## src/rtl/mrp_pkg.sv

```systemverilog
// Package: shared constants and elaboration-time helpers for the mixed-radix
// position generator. Assumes every table length factors into 2, 3 and 5
// and needs no more than MRP_MAX_STAGES stages.
package mrp_pkg;

    localparam int MRP_NUM_SIZES  = 8;
    localparam int MRP_MAX_STAGES = 6;
    localparam int MRP_MAX_N      = 120;
    localparam int MRP_DIG_W      = 3;

    // Frame length for each size index.
    function automatic int unsigned mrp_size(input int unsigned idx);
        case (idx)
            0:       return 12;
            1:       return 24;
            2:       return 36;
            3:       return 48;
            4:       return 60;
            5:       return 72;
            6:       return 96;
            7:       return 120;
            default: return 12;
        endcase
    endfunction

    // Multiplicity of factor r in n.
    function automatic int unsigned mrp_count(input int unsigned n, input int unsigned r);
        int unsigned m;
        int unsigned c;
        m = n;
        c = 0;
        for (int i = 0; i < 16; i++) begin
            if (m != 0 && (m % r) == 0) begin
                m = m / r;
                c = c + 1;
            end
        end
        return c;
    endfunction

    // Radix of a stage: fives first, then threes, then twos, unused = 1.
    function automatic int unsigned mrp_radix(input int unsigned idx, input int unsigned stage);
        int unsigned n;
        int unsigned f;
        int unsigned t;
        int unsigned w;
        n = mrp_size(idx);
        f = mrp_count(n, 5);
        t = mrp_count(n, 3);
        w = mrp_count(n, 2);
        if (stage < f)              return 5;
        else if (stage < f + t)     return 3;
        else if (stage < f + t + w) return 2;
        else                        return 1;
    endfunction

    // Weight of a stage digit: product of all later stage radices.
    function automatic int unsigned mrp_weight(input int unsigned idx, input int unsigned stage);
        int unsigned p;
        p = 1;
        for (int j = 0; j < MRP_MAX_STAGES; j++) begin
            if (j > int'(stage)) p = p * mrp_radix(idx, j);
        end
        return p;
    endfunction

endpackage

```

## src/rtl/mrp_plan_rom.sv

```systemverilog
// Module: constant plan table. For a size index it returns, per stage, the
// largest digit value, the digit weight and the wrap correction, plus the
// last position N-1. All entries are elaboration-time constants; the lookup
// is a plain multiplexer. Assumes size_idx < NUM_SIZES.
module mrp_plan_rom
    import mrp_pkg::*;
#(
    parameter int NUM_SIZES  = MRP_NUM_SIZES,
    parameter int MAX_STAGES = MRP_MAX_STAGES,
    parameter int DIG_W      = MRP_DIG_W,
    parameter int POS_W      = $clog2(MRP_MAX_N),
    localparam int IDX_W     = $clog2(NUM_SIZES)
) (
    input  logic [IDX_W-1:0]                  size_idx,
    output logic [MAX_STAGES-1:0][DIG_W-1:0]  rm1,
    output logic [MAX_STAGES-1:0][POS_W-1:0]  weight,
    output logic [MAX_STAGES-1:0][POS_W-1:0]  back,
    output logic [POS_W-1:0]                  last_pos
);

    typedef logic [MAX_STAGES-1:0][DIG_W-1:0] dig_row_t;
    typedef logic [MAX_STAGES-1:0][POS_W-1:0] pos_row_t;

    function automatic dig_row_t rm1_row(input int unsigned s);
        dig_row_t r;
        for (int g = 0; g < MAX_STAGES; g++) r[g] = DIG_W'(mrp_radix(s, g) - 1);
        return r;
    endfunction

    function automatic pos_row_t weight_row(input int unsigned s);
        pos_row_t r;
        for (int g = 0; g < MAX_STAGES; g++) r[g] = POS_W'(mrp_weight(s, g));
        return r;
    endfunction

    function automatic pos_row_t back_row(input int unsigned s);
        pos_row_t r;
        for (int g = 0; g < MAX_STAGES; g++)
            r[g] = POS_W'((mrp_radix(s, g) - 1) * mrp_weight(s, g));
        return r;
    endfunction

    dig_row_t           rm1_tab    [NUM_SIZES];
    pos_row_t           weight_tab [NUM_SIZES];
    pos_row_t           back_tab   [NUM_SIZES];
    logic [POS_W-1:0]   last_tab   [NUM_SIZES];

    // One constant row per supported size.
    for (genvar s = 0; s < NUM_SIZES; s++) begin : g_size
        assign rm1_tab[s]    = rm1_row(s);
        assign weight_tab[s] = weight_row(s);
        assign back_tab[s]   = back_row(s);
        assign last_tab[s]   = POS_W'(mrp_size(s) - 1);
    end

    // Select the row of the requested size.
    always_comb begin
        rm1      = rm1_tab[size_idx];
        weight   = weight_tab[size_idx];
        back     = back_tab[size_idx];
        last_pos = last_tab[size_idx];
    end

endmodule

```

## src/rtl/mrp_digit_counter.sv

```systemverilog
// Module: mixed-radix digit counter in emission order. Digit 0 is the
// fastest; a digit at its maximum wraps to 0 and carries upward. Reports per
// stage whether a carry reaches it and whether it wraps. Assumes rm1 holds
// the current frame's digit maxima; reset leaves the count at the final
// pattern of a size-index-0 frame so the next step gives all zeros.
module mrp_digit_counter
    import mrp_pkg::*;
#(
    parameter int MAX_STAGES = MRP_MAX_STAGES,
    parameter int DIG_W      = MRP_DIG_W
) (
    input  logic                              clk,
    input  logic                              rst_n,
    input  logic                              restart,
    input  logic                              step,
    input  logic [MAX_STAGES-1:0][DIG_W-1:0]  rm1,
    output logic [MAX_STAGES-1:0]             carry_in,
    output logic [MAX_STAGES-1:0]             wrap,
    output logic                              all_max
);

    logic [MAX_STAGES-1:0][DIG_W-1:0] digit;

    // Per-stage wrap detection and carry propagation.
    for (genvar g = 0; g < MAX_STAGES; g++) begin : g_carry
        assign wrap[g] = (digit[g] == rm1[g]);
        if (g == 0) begin : g_first
            assign carry_in[g] = 1'b1;
        end else begin : g_rest
            assign carry_in[g] = &wrap[g-1:0];
        end
    end

    assign all_max = &wrap;

    // Digit registers: reset to final pattern, clear on start, step with carry.
    always_ff @(posedge clk) begin
        if (!rst_n) begin
            for (int g = 0; g < MAX_STAGES; g++) digit[g] <= DIG_W'(mrp_radix(0, g) - 1);
        end else if (restart) begin
            digit <= '0;
        end else if (step) begin
            for (int g = 0; g < MAX_STAGES; g++) begin
                if (carry_in[g]) digit[g] <= wrap[g] ? '0 : digit[g] + DIG_W'(1);
            end
        end
    end

    // Each digit stays below its stage radix.
    for (genvar g = 0; g < MAX_STAGES; g++) begin : g_chk
        a_r3_digit_in_range: assert property (@(posedge clk) disable iff (!rst_n)
            digit[g] <= rm1[g]);
    end

endmodule

```

## src/rtl/mrp_pos_accum.sv

```systemverilog
// Module: incremental position register. Each step adds the weight of the
// first non-wrapping digit and subtracts the correction of every wrapping
// digit below it, all modulo 2^POS_W. Assumes carry_in/wrap come from the
// digit counter for the same cycle; reset value matches the counter's reset.
module mrp_pos_accum
    import mrp_pkg::*;
#(
    parameter int MAX_STAGES = MRP_MAX_STAGES,
    parameter int POS_W      = $clog2(MRP_MAX_N)
) (
    input  logic                              clk,
    input  logic                              rst_n,
    input  logic                              restart,
    input  logic                              step,
    input  logic [MAX_STAGES-1:0]             carry_in,
    input  logic [MAX_STAGES-1:0]             wrap,
    input  logic [MAX_STAGES-1:0][POS_W-1:0]  weight,
    input  logic [MAX_STAGES-1:0][POS_W-1:0]  back,
    output logic [POS_W-1:0]                  pos
);

    logic [POS_W-1:0] delta;

    // Net position change for one step of the digit counter.
    always_comb begin
        delta = '0;
        for (int g = 0; g < MAX_STAGES; g++) begin
            if (carry_in[g]) begin
                if (wrap[g]) delta = delta - back[g];
                else         delta = delta + weight[g];
            end
        end
    end

    // Position register: reset to N0-1, zero on start, accumulate on step.
    always_ff @(posedge clk) begin
        if (!rst_n)       pos <= POS_W'(mrp_size(0) - 1);
        else if (restart) pos <= '0;
        else if (step)    pos <= pos + delta;
    end

endmodule

```

## src/rtl/mrp_pos_gen.sv

```systemverilog
// Module: top of the mixed-radix reversed position generator. Latches the
// plan of the size named with a valid start, drives the digit counter and
// the position accumulator, and presents the position one cycle after each
// valid input. Assumes in_start is meaningful only with in_valid and that
// in_size_idx is a legal table index.
module mrp_pos_gen
    import mrp_pkg::*;
#(
    parameter int NUM_SIZES  = MRP_NUM_SIZES,
    parameter int MAX_STAGES = MRP_MAX_STAGES,
    parameter int DIG_W      = MRP_DIG_W,
    parameter int POS_W      = $clog2(MRP_MAX_N),
    localparam int IDX_W     = $clog2(NUM_SIZES)
) (
    input  logic              clk,
    input  logic              rst_n,
    input  logic              in_valid,
    input  logic              in_start,
    input  logic [IDX_W-1:0]  in_size_idx,
    output logic              out_valid,
    output logic              out_start,
    output logic              out_last,
    output logic [IDX_W-1:0]  out_size_idx,
    output logic [POS_W-1:0]  out_pos
);

    logic take_start;
    logic take_step;

    logic [MAX_STAGES-1:0][DIG_W-1:0] rom_rm1,    rst_rm1,    rm1_q;
    logic [MAX_STAGES-1:0][POS_W-1:0] rom_weight, rst_weight, weight_q;
    logic [MAX_STAGES-1:0][POS_W-1:0] rom_back,   rst_back,   back_q;
    logic [POS_W-1:0]                 rom_last,   rst_last,   last_q;
    logic [IDX_W-1:0]                 idx_q;

    logic [MAX_STAGES-1:0] carry_in;
    logic [MAX_STAGES-1:0] wrap;
    logic                  all_max;
    logic                  valid_q;
    logic                  start_q;

    assign take_start = in_valid & in_start;
    assign take_step  = in_valid & ~in_start;

    // Plan of the size requested with the current start.
    mrp_plan_rom #(
        .NUM_SIZES (NUM_SIZES),
        .MAX_STAGES(MAX_STAGES),
        .DIG_W     (DIG_W),
        .POS_W     (POS_W)
    ) u_rom (
        .size_idx(in_size_idx),
        .rm1     (rom_rm1),
        .weight  (rom_weight),
        .back    (rom_back),
        .last_pos(rom_last)
    );

    // Plan of size index 0, used as the reset value.
    mrp_plan_rom #(
        .NUM_SIZES (NUM_SIZES),
        .MAX_STAGES(MAX_STAGES),
        .DIG_W     (DIG_W),
        .POS_W     (POS_W)
    ) u_rom_rst (
        .size_idx('0),
        .rm1     (rst_rm1),
        .weight  (rst_weight),
        .back    (rst_back),
        .last_pos(rst_last)
    );

    // Frame plan register, loaded on a valid start.
    always_ff @(posedge clk) begin
        if (!rst_n) begin
            rm1_q    <= rst_rm1;
            weight_q <= rst_weight;
            back_q   <= rst_back;
            last_q   <= rst_last;
            idx_q    <= '0;
        end else if (take_start) begin
            rm1_q    <= rom_rm1;
            weight_q <= rom_weight;
            back_q   <= rom_back;
            last_q   <= rom_last;
            idx_q    <= in_size_idx;
        end
    end

    mrp_digit_counter #(
        .MAX_STAGES(MAX_STAGES),
        .DIG_W     (DIG_W)
    ) u_cnt (
        .clk     (clk),
        .rst_n   (rst_n),
        .restart (take_start),
        .step    (take_step),
        .rm1     (rm1_q),
        .carry_in(carry_in),
        .wrap    (wrap),
        .all_max (all_max)
    );

    mrp_pos_accum #(
        .MAX_STAGES(MAX_STAGES),
        .POS_W     (POS_W)
    ) u_acc (
        .clk     (clk),
        .rst_n   (rst_n),
        .restart (take_start),
        .step    (take_step),
        .carry_in(carry_in),
        .wrap    (wrap),
        .weight  (weight_q),
        .back    (back_q),
        .pos     (out_pos)
    );

    // Output qualifiers, one cycle behind the input.
    always_ff @(posedge clk) begin
        if (!rst_n) begin
            valid_q <= 1'b0;
            start_q <= 1'b0;
        end else begin
            valid_q <= in_valid;
            start_q <= take_start;
        end
    end

    assign out_valid    = valid_q;
    assign out_start    = start_q;
    assign out_last     = valid_q & all_max;
    assign out_size_idx = idx_q;

    // A frame's first position is zero.
    a_r2_start_zero: assert property (@(posedge clk) disable iff (!rst_n)
        out_valid && out_start |-> out_pos == '0);

    // Positions stay inside the current frame.
    a_r5_pos_in_range: assert property (@(posedge clk) disable iff (!rst_n)
        out_valid |-> out_pos <= last_q);

    // The final digit pattern maps to N-1.
    a_r7_last_is_max: assert property (@(posedge clk) disable iff (!rst_n)
        out_valid && out_last |-> out_pos == last_q);

    // An idle input cycle leaves the position untouched.
    a_r6_idle_holds: assert property (@(posedge clk) disable iff (!rst_n)
        !in_valid |=> $stable(out_pos));

    // A sample right after the last one, without a start, is position 0.
    a_r9_wrap_zero: assert property (@(posedge clk) disable iff (!rst_n)
        out_valid && !out_start && $past(out_valid && out_last) |-> out_pos == '0);

endmodule

```

## config.mk

```make
export PLATFORM = sky130hd
export DESIGN_NAME = mrp_pos_gen
export DESIGN_NICKNAME = d
export VERILOG_FILES = /design/src/rtl/mrp_pkg.sv /design/src/rtl/mrp_plan_rom.sv /design/src/rtl/mrp_digit_counter.sv /design/src/rtl/mrp_pos_accum.sv /design/src/rtl/mrp_pos_gen.sv
export SDC_FILE = /design/constraint.sdc
export NUM_CORES = 1
export LEC_CHECK = 0
export ABC_AREA = 1
export BUFFER_PORTS_ARGS = -buffer_cell sky130_fd_sc_hd__buf_2
export CAP_MARGIN = 10
export CORE_ASPECT_RATIO = 1.1
export CORE_UTILIZATION = 29
export DETAILED_ROUTE_END_ITERATION = 10
export PLACE_DENSITY = 0.42
export SKIP_CTS_REPAIR_TIMING = 1
export SLEW_MARGIN = 20
export SYNTH_ARGS = -nofsm -noshare
export SYNTH_HDL_FRONTEND = slang
export SYNTH_SLANG_ARGS = --single-unit
export TNS_END_PERCENT = 10
```

## constraint.sdc

```tcl
create_clock -name clk -period 17.2 [get_ports clk]
set_input_delay 1.72 -clock clk [delete_from_list [all_inputs] [get_ports clk]]
set_output_delay 1.72 -clock clk [all_outputs]
set_load 0.005 [all_outputs]
```

==> results.cfg <==
[clock_network]
cts_max_level = 2
clk_latency_ps = 290
clock-root-buffer = clkbuf_16
clock_sinks = 51
cts.path.max_buffers = 2
cts.clk_slew.worst_paths_ps = 70
cts_tree = yes
cts_buffers = 5

[place]
port_buffers = 19
dp_hpwl_um = 10080
gp_congestion = 0.8017
postPlaceCellArea_um2 = 5027

[global_route]
grt_pass1_wl_um = 20680
grt_max_degree = 24
track_usage = 0.1568
grt.overflow.total = 0
first_global_vias = 4112
antenna_found_initial = 0

[synth]
ys.flop_type = dfxtp_1
ys_ff_latch = 51
ys_types = 52
netlist_area_um2 = 4726
syn_nets = 726
synth_enable_flop_cells = 18
synth_top_area_cell = nand2_1
yosysTopAreaCellShare = 0.1406
synth_area_leaders = nand2_1 (14%), dfxtp_1 (14%), ha_1 (14%)
syn_inst = 660
synthArstFlopShare = 0
seq_area_frac_synth = 0.2542
yosys_warnings = 0
synth.avg_cell_area_um2 = 7.160

[finish]
drive_gt1_frac = 0.1087
fin_area_um2 = 5179
antenna_cells = 0
utilization = 0.3279
layout_common_cells = nand2_1 (177), inv_1 (100), nor2_1 (56)
final_common_cell = nand2_1
syn_to_final_growth_pct = 9.584
final_nets = 746

[route]
wirelength_um = 12150
via_count = 4144
ant_nets = 0
drt_iter0_drc = 278
drcViolationCount = 0
drtPass1Iterations = 5
routedWlPerCell_um = 13.79
viasPerCell = 4.704

[die]
start_util = 0.2992
die-area_um2 = 16810
die_h_um = 135.9
die_width_um = 123.7
num_rows = 48
io_pins = 20
coreArea_um2 = 15800

[setup_path]
cp.arrival_ps = 7360
critPathSlowestCell = fa_1
cpMostUsedCell = nand2_1
critPathKind = flop to flop
crit_fanout = 11
max_stage_delay_ps = 560
cp-end-kind = flop
cp-start-kind = flop
worstPathRequired_ps = 17390

[timing]
setup_viol = 0
rsz0062_at_grt = false
fin_crit_sh = 0.4166
max_slew_margin = 0.4478
hold_viol_final = 0
maxSlewViolCount = 0
skew_ps = 9.567
timing.final.crit_period_ps = 7166
fin_setup_tns_ps = 0
max_slew.worst_pin.slew_ps = 825.2
clock.fmax_mhz = 139.5

[power]
power_density_nw_per_um2 = 96.02
vdd_ir_drop_max_uv = 65.76
p_leak_nw = 2.723

[run]
cap_viol_max_count = 0

[run_status]
status = completed

[hold_path]
hp-class = flop to flop
-- critical path: cells and delay by family (launching register included) --
kind / cells / cell delay (ps)
AND/OR/NAND/NOR: 30 / 2990
adder cells (fa/ha/maj): 5 / 1900
buffers and inverters: 1 / 80
XOR/XNOR: 2 / 330
flip-flops: 1 / 440
AO/OA/AOI/OAI: 5 / 1290
-- final timing paths --
kind         slack (ps)               to             from  cells after the start
min reg2reg         450  out_size_idx[0]  out_size_idx[0]                      2
min                 450  out_size_idx[0]  out_size_idx[0]                      2
max reg2reg       10030     u_acc.pos[6]   u_cnt.digit[3]                     43
max               10030     u_acc.pos[6]   u_cnt.digit[3]                     43
-- power breakdown --
group / switching (mW) / leakage [nW] / internal, mW
clock network: 0.0485 / 0.0762 / 0.0554
logic: 0.155 / 2.19 / 0.0946
registers: 0.00783 / 0.455 / 0.136
total: 0.211 / 2.72 / 0.286
-- synth_stat cells, drive strengths merged, types with 2 or more instances --
master / n
xor2: 7
o21a: 2
nor2: 66
edfxtp: 18
a21o: 2
a211oi: 4
nand2: 186
dfxtp: 33
buf: 2
nand4: 9
xnor2: 15
a22oi: 2
and2: 3
a21oi: 21
o211ai: 6
nand3: 40
clkbuf: 5
o21ai: 35
inv: 109
fa: 7
a221oi: 2
ha: 52
a31oi: 6
nor3: 2
a221o: 2
o21bai: 2
or2: 10
o221ai: 2
o31ai: 2
-- state kept, by name, indices dropped and copies added, names as in the netlist --
| name | cells |
|---|---|
| weight_q | 4 |
| out_size_idx | 3 |
| u_acc.pos | 7 |
| out_start | 1 |
| rm1_q | 6 |
| back_q | 11 |
| out_valid | 1 |
| u_cnt.digit | 18 |
-- metal layers --
metal | routed length, µm | up-vias | share of wire | GRT usage
met2 | 5457 | 61 | 0.45 | 0.2546
met5 | 0 | - | 0 | 0
met1 | 6207 | 1875 | 0.51 | 0.2214
met4 | 164 | 0 | 0.013 | 0.03681
li1 | - | 2196 | - | -
met3 | 322 | 12 | 0.026 | 0.01468
-- area by class of cell --
class,count,area (µm²)
fill,1715,10620
multi-input combinational,492,3060
sequential,51,1201
inverter,110,412.9
tap,200,250.2
clock buffer,5,125.1
timing repair buffer,20,102.6
clock inverter,3,26.28
-- cells by family after synthesis --
family	after synthesis	share of synthesized area
adder cells (fa/ha/maj)	59	0.1673
AND/OR/NAND/NOR	318	0.3156
XOR/XNOR	22	0.04077
AO/OA/AOI/OAI	93	0.1239
flip-flops	51	0.2542
buffers and inverters	117	0.09822
-- per-stage QoR --
step	hold slack, ps	power, mW	instances	setup WS [ps]
floorplan	417.4	0.3426	660	10900
global placement	423.0	0.3943	873	10110
detailed placement	429.0	0.3963	873	10060
CTS	447.2	0.5042	881	10030
global route	483.6	0.5443	881	9359
finish	448.6	0.4973	881	10030
Note: power is estimated with default switching activity, not from simulation.
